**src/rtl/pin_irq_router.sv**
```systemverilog
module pin_irq_router #(
  parameter int NUM_PINS = 24,
  parameter logic [7:0] VERSION = 8'h11,
  localparam int PIN_W = $clog2(NUM_PINS)
) (
  input  logic                clk,
  input  logic                rst_n,
  input  logic [7:0]          reg_addr,
  input  logic                reg_wr,
  input  logic [31:0]         reg_wdata,
  output logic [31:0]         reg_rdata,
  input  logic [NUM_PINS-1:0] irq_in,
  output logic                msg_valid,
  input  logic                msg_ready,
  output logic [PIN_W-1:0]    msg_pin,
  output logic [7:0]          msg_dest,
  output logic                msg_dest_mode,
  output logic [2:0]          msg_mode,
  output logic [7:0]          msg_vector,
  output logic                msg_polarity,
  output logic                msg_level
);

  localparam logic [7:0]  SEL_OFF  = 8'h00;
  localparam logic [7:0]  WIN_OFF  = 8'h10;
  localparam logic [7:0]  TAB_BASE = 8'h10;
  localparam logic [63:0] ENT_RST  = 64'h0000_0000_0001_0000;

  logic [7:0]  idx_q, id_q;
  logic [63:0] ent_q [NUM_PINS];
  logic [NUM_PINS-1:0] irq_q, req_q, due_q, lvl, msk, elig, take, rise;
  logic [7:0]  win_off;
  logic        tab_hit, wr_sel, wr_win, ent_wr, load;
  logic [PIN_W-1:0] tab_pin, pick;

  assign wr_sel  = reg_wr && (reg_addr == SEL_OFF);
  assign wr_win  = reg_wr && (reg_addr == WIN_OFF);
  assign win_off = idx_q - TAB_BASE;
  assign tab_hit = (idx_q >= TAB_BASE) && (win_off[7:1] < 7'(NUM_PINS));
  assign tab_pin = win_off[PIN_W:1];
  assign ent_wr  = wr_win && tab_hit;
  assign rise    = irq_in & ~irq_q;
  assign elig    = due_q & ~msk;

  always_ff @(posedge clk or negedge rst_n) begin
    if (!rst_n) begin
      idx_q <= '0;
      id_q  <= '0;
      irq_q <= '0;
    end else begin
      irq_q <= irq_in;
      if (wr_sel) idx_q <= reg_wdata[7:0];
      if (wr_win && idx_q == 8'h00) id_q <= reg_wdata[31:24];
    end
  end

  for (genvar i = 0; i < NUM_PINS; i++) begin : g_pin
    logic req_nx, due_nx;

    assign lvl[i]  = ent_q[i][15];
    assign msk[i]  = ent_q[i][16];
    assign take[i] = load && (pick == PIN_W'(i));
    assign req_nx  = lvl[i] ? irq_in[i] : ((req_q[i] & ~take[i]) | rise[i]);
    assign due_nx  = ((due_q[i] & ~take[i]) | rise[i] | (ent_wr & req_q[i])) & req_nx;

    always_ff @(posedge clk or negedge rst_n) begin
      if (!rst_n) begin
        ent_q[i] <= ENT_RST;
        req_q[i] <= 1'b0;
        due_q[i] <= 1'b0;
      end else begin
        req_q[i] <= req_nx;
        due_q[i] <= due_nx;
        if (ent_wr && tab_pin == PIN_W'(i)) begin
          if (idx_q[0]) ent_q[i][63:32] <= reg_wdata;
          else          ent_q[i][31:0]  <= reg_wdata;
        end
      end
    end
  end

  always_comb begin
    pick = '0;
    for (int i = NUM_PINS - 1; i >= 0; i--)
      if (elig[i]) pick = PIN_W'(i);
  end

  assign load = (|elig) && (!msg_valid || msg_ready);

  always_ff @(posedge clk or negedge rst_n) begin
    if (!rst_n) begin
      msg_valid     <= 1'b0;
      msg_pin       <= '0;
      msg_dest      <= '0;
      msg_dest_mode <= 1'b0;
      msg_mode      <= '0;
      msg_vector    <= '0;
      msg_polarity  <= 1'b0;
      msg_level     <= 1'b0;
    end else if (load) begin
      msg_valid     <= 1'b1;
      msg_pin       <= pick;
      msg_dest      <= ent_q[pick][63:56];
      msg_dest_mode <= ent_q[pick][11];
      msg_mode      <= ent_q[pick][10:8];
      msg_vector    <= ent_q[pick][7:0];
      msg_polarity  <= ent_q[pick][13];
      msg_level     <= ent_q[pick][15];
    end else if (msg_ready) begin
      msg_valid     <= 1'b0;
    end
  end

  always_comb begin
    reg_rdata = '0;
    if (reg_addr == SEL_OFF) begin
      reg_rdata = {24'd0, idx_q};
    end else if (reg_addr == WIN_OFF) begin
      if (idx_q == 8'h00)      reg_rdata = {id_q, 24'd0};
      else if (idx_q == 8'h01) reg_rdata = {8'd0, 8'(NUM_PINS - 1), 8'd0, VERSION};
      else if (tab_hit)        reg_rdata = idx_q[0] ? ent_q[tab_pin][63:32] : ent_q[tab_pin][31:0];
    end
  end

endmodule


```
**config.mk**
```make
export PLATFORM = sky130hd
export DESIGN_NAME = pin_irq_router
export DESIGN_NICKNAME = d
export VERILOG_FILES = /design/src/rtl/pin_irq_router.sv
export SDC_FILE = /design/constraint.sdc
export NUM_CORES = 2
export LEC_CHECK = 0
export ABC_AREA = 1
export ABC_CLOCK_PERIOD_IN_PS = 7600
export BUFFER_PORTS_ARGS = -buffer_cell sky130_fd_sc_hd__buf_4
export CORE_UTILIZATION = 50
export CTS_CLUSTER_DIAMETER = 60
export DETAILED_ROUTE_END_ITERATION = 10
export GPL_ROUTABILITY_DRIVEN = 0
export HOLD_SLACK_MARGIN = 0.12
export MAX_ROUTING_LAYER = met4
export PLACE_DENSITY = 0.75
export SYNTH_ARGS = -nofsm -noshare
export SYNTH_HDL_FRONTEND = slang
export SYNTH_SLANG_ARGS = --single-unit
export TNS_END_PERCENT = 5
```
**constraint.sdc**
```tcl
create_clock -name clk -period 7.6 [get_ports clk]
set_input_delay 0.76 -clock clk [delete_from_list [all_inputs] [get_ports clk]]
set_output_delay 0.76 -clock clk [all_outputs]
set_load 0.02 [all_outputs]
```
==> key figures <==
Run status
  – Status: complete, but fails checks
  – Failing checks: max-capacitance violations, max-slew violations

Final layout
  – Layout Utilization: between 50% and 60%
  – Area Growth Syn to Fin: 10.3%
  – Share of cells above drive strength 1: under 10%
  – Final #Nets: ~8,700
  – Fillers: approximately 13,000
  – Fin area: about 0.083 mm²

Place
  – Number of port buffers: about 130
  – DPL Wire Length: 154,000 µm
  – Cell Area, Placed: 0.0776 mm²

Floorplan
  – Die height: 391 µm
  – Placeable core region: 0.150 mm²
  – Die ar.: 0.153 mm²
  – IO Pins: roughly 130
  – Starting Density: ~50%
  – Die width: between 300 and 400 µm
  – Rows: between 100 and 150

Route
  – Drt pass-1 iters: 8
  – Routed WL: approximately 280,000 µm
  – Routed vias/inst: ~6.6
  – WL per Instance: roughly 26 µm
  – DRT antenna net count: 0
  – DRT iter0 DRCs: between 10,000 and 15,000
  – Vias post-DR: between 70,000 and 80,000
  – Drt drc: 0

Synthesis
  – Register bit total from synthesis: approximately 1,700
  – Netlist Area Pre-Place: ~0.076 mm²
  – Largest area contributor in the netlist: dfrtp_1
  – EDFF count, synth: 0
  – Syn_area_per_cell: between 8 and 9 µm²
  – Largest cells by area after synthesis: dfrtp_1 (54%), o21ai_0 (12%), nand2_1 (12%), o22ai_1 (3.8%), clkbuf_1 (3.4%)
  – Post-Syn Instances: a little under 9,000
  – Post-synth ARST share: 100%
  – Net Count, Synth: approximately 9,000
  – Distinct cells, synth: 53
  – Synth top area share: between 50% and 60%
  – Prevailing post-synth register cell: dfrtp_1
  – Ys Warns: 0
  – Sequential share of the synthesized area: between 50% and 60%

CTS
  – H-tree Lvls: 4
  – CTS root buf: clkbuf_16
  – CTS tree: built
  – CTS Hold Bufs: 25
  – TritonCTS Sinks: between 1,500 and 2,000
  – Clk_lat worst skew: 0.82 ns
  – CTS max path bufs: 3
  – TritonCTS Buffers: ~170
  – Post-CTS setup buffer count: 0
  – Post_cts resized: 0
  – Clock-pin slew on the worst setup and hold paths: 0.06 ns

Flow run
  – Maximum Capacitance Violations: 1

Power and ir drop
  – Pwr per Cell Area: 257 mW/mm²
  – VDD IR max: 341 µV
  – Pleak: 36.8 nW

Timing
  – Setup-failing EPs final: 0
  – Sum of negative setup slack: 0 ns
  – Slew HR: -10.4%
  – Min cycle time layout: around 6.3 ns
  – Slew @ Worst Pin: 1.64 ns
  – Pins Over Slew Limit: 3
  – Max Fclk: between 0.15 and 0.2 GHz
  – RSZ-0062 raised after global routing: no
  – Final Hold Viols: 0
  – Clk_skew: between 0.02 and 0.03 ns
  – Fin crit share: 82.5%

Global routing
  – GRT Overall Usage: 37.0%
  – Vias in the first global route: around 67,000
  – Initial antenna violation count: 15
  – First-pass GRT wire length: roughly 420,000 µm
  – Largest net degree at the start of global routing: between 150 and 200
  – GRT overflow: 0

Setup path
  – Critical path class: reg2out
  – Crit-path max cell delay: about 0.65 ns
  – Critical path buffer and inverter count: 4
  – Crit path max-delay family: buffers and inverters
  – CP required: ~6.8 ns
  – Startpoint Class: flop
  – CP max stage cell: inv_8
  – Max FO, Critical Path: approximately 130
  – Endpoint type of the worst setup path: output pin
  – Crit path DAT: 5.51 ns
  – Crit-path cells: nor2_4 -> buf_4 -> inv_8 -> buf_12 -> o22ai_1 -> o21ai_0 -> nand4_1 -> o21ai_0 -> nand3_1 -> a21oi_1 -> buf_4

Hold path
  – Hold crit path type: in2reg
-- sequential cells by signal, indices dropped and copies added, names as in the netlist, 3 cells and up --
register,flops
msg_pin,5
req_q,24
id_q,8
idx_q,8
ent_q,1536
msg_dest,8
irq_q,24
msg_mode,3
due_q,24
msg_vector,8
-- cells in the final DEF, fill, tap and decap left out, types with 7 or more instances in the layout --
cell type,count
inv_1,365
nand3b_1,19
nand2_1,2343
o221ai_1,67
o22ai_1,460
dfstp_2,24
or2_2,13
diode_2,22
nor2_4,8
inv_2,11
o22a_1,21
nand3_1,380
o21ai_1,115
buf_12,19
clkbuf_1,43
o211ai_1,7
clkinv_2,26
a221oi_1,14
nand3_4,20
a22o_1,12
dlygate4sd3_1,25
a21oi_1,149
clkbuf_16,172
a211oi_1,12
bufinv_16,9
o21ai_0,1768
o31ai_1,12
nor3_1,22
nand3_2,13
clkbuf_8,32
buf_4,261
nand4_1,177
a22oi_1,222
dfrtp_1,1627
a31oi_1,12
nor2_1,160
-- final timing paths --
check / slack (ns) / startpoint / cells after the start / endpoint
worst min-delay path: 0.30 / msg_ready / 4 / msg_valid$_DFFE_PN0P_
worst max-delay path: 1.33 / idx_q[2]$_DFFE_PN0P_ / 11 / reg_rdata[31]
max in group asynchronous: 4.93 / rst_n / 4 / ent_q[1357]$_DFFE_PN0P_
worst min register to register: 0.48 / ent_q[464]$_DFFE_PN1P_ / 2 / ent_q[464]$_DFFE_PN1P_
min in group asynchronous: 0.64 / rst_n / 2 / ent_q[695]$_DFFE_PN0P_
worst max register to register: 2.65 / ent_q[144]$_DFFE_PN1P_ / 34 / msg_dest_mode$_DFFE_PN0P_
-- worst register-to-register path: cells and delay by family (launching register included) --
| family | cells | cell delay (ns) |
|---|---|---|
| buffers and inverters | 3 | 0.85 |
| DFF | 1 | 0.53 |
| AOI/OAI and AO/OA | 1 | 0.09 |
| and+or+nand+nor | 30 | 3.36 |
-- power breakdown --
| group | switching, W | total (W) | internal [W] |
|---|---|---|---|
| Combinational | 0.00339 | 0.00418 | 0.000794 |
| Clock | 0.00358 | 0.00835 | 0.00477 |
| Sequential | 0.0000423 | 0.00889 | 0.00885 |
| Total | 0.00701 | 0.0214 | 0.0144 |
-- cell families (layout without fill, tap and decap cells) --
family | after synthesis | count (layout) | synth area share [%]
DFF | 1652 | 1652 | 54.8
other | 0 | 22 | 0
and+or+nand+nor | 3175 | 3175 | 17.4
AOI/OAI and AO/OA | 2902 | 2902 | 21.6
adders and majority gates | 2 | 2 | 0.0331
buffers and inverters | 1220 | 988 | 6.27
-- cell usage after synthesis (all sizes together) (7+ instances only) --
master / instances
buf: 150
a22o: 12
nand4: 177
nand3: 413
dfrtp: 1628
dfstp: 24
nand2: 2352
o22a: 21
inv: 385
o221ai: 67
o211ai: 7
a21oi: 150
clkbuf: 682
nor3: 23
a221oi: 14
o21ai: 1883
o22ai: 460
a31oi: 12
a211oi: 12
nand3b: 19
or2: 13
nor2: 171
a22oi: 223
o31ai: 12
-- stage by stage --
step                total power (W)  hold slack (ns)  std cells  setup WS (ns)
finish                       0.0214            0.300      10757           1.33
floorplan                    0.0115            0.453       8951           4.16
global route                 0.0219            0.323      10748           1.56
global placement             0.0129            0.463      10416           2.76
detailed placement           0.0130            0.465      10416           2.71
CTS                          0.0212            0.267      10735           1.76
-- cell type report --
| type | count | area, µm² | share of cell area (%) |
|---|---|---|---|
| Clock inverter | 47 | 553 | 0.664 |
| Inverter | 388 | 1490 | 1.79 |
| Timing Repair Buffer | 306 | 2620 | 3.14 |
| Sequential cell | 1652 | 41400 | 49.6 |
| Tap cell | 2016 | 2520 | 3.03 |
| Antenna cell | 22 | 55.1 | 0.0661 |
| Multi-Input combinational cell | 6079 | 29800 | 35.8 |
| Clock buffer | 247 | 4910 | 5.89 |
-- layer usage --
layer  part of all wire [%]  global-route usage [%]  up-vias
met5                      0                       -        -
met4                    6.1                    19.9        0
met2                     43                    52.9     5435
met1                     36                    46.9    33866
met3                     15                    11.4     1191
li1                       -                       -    29997
No activity file was read; power rests on OpenSTA's default activity.
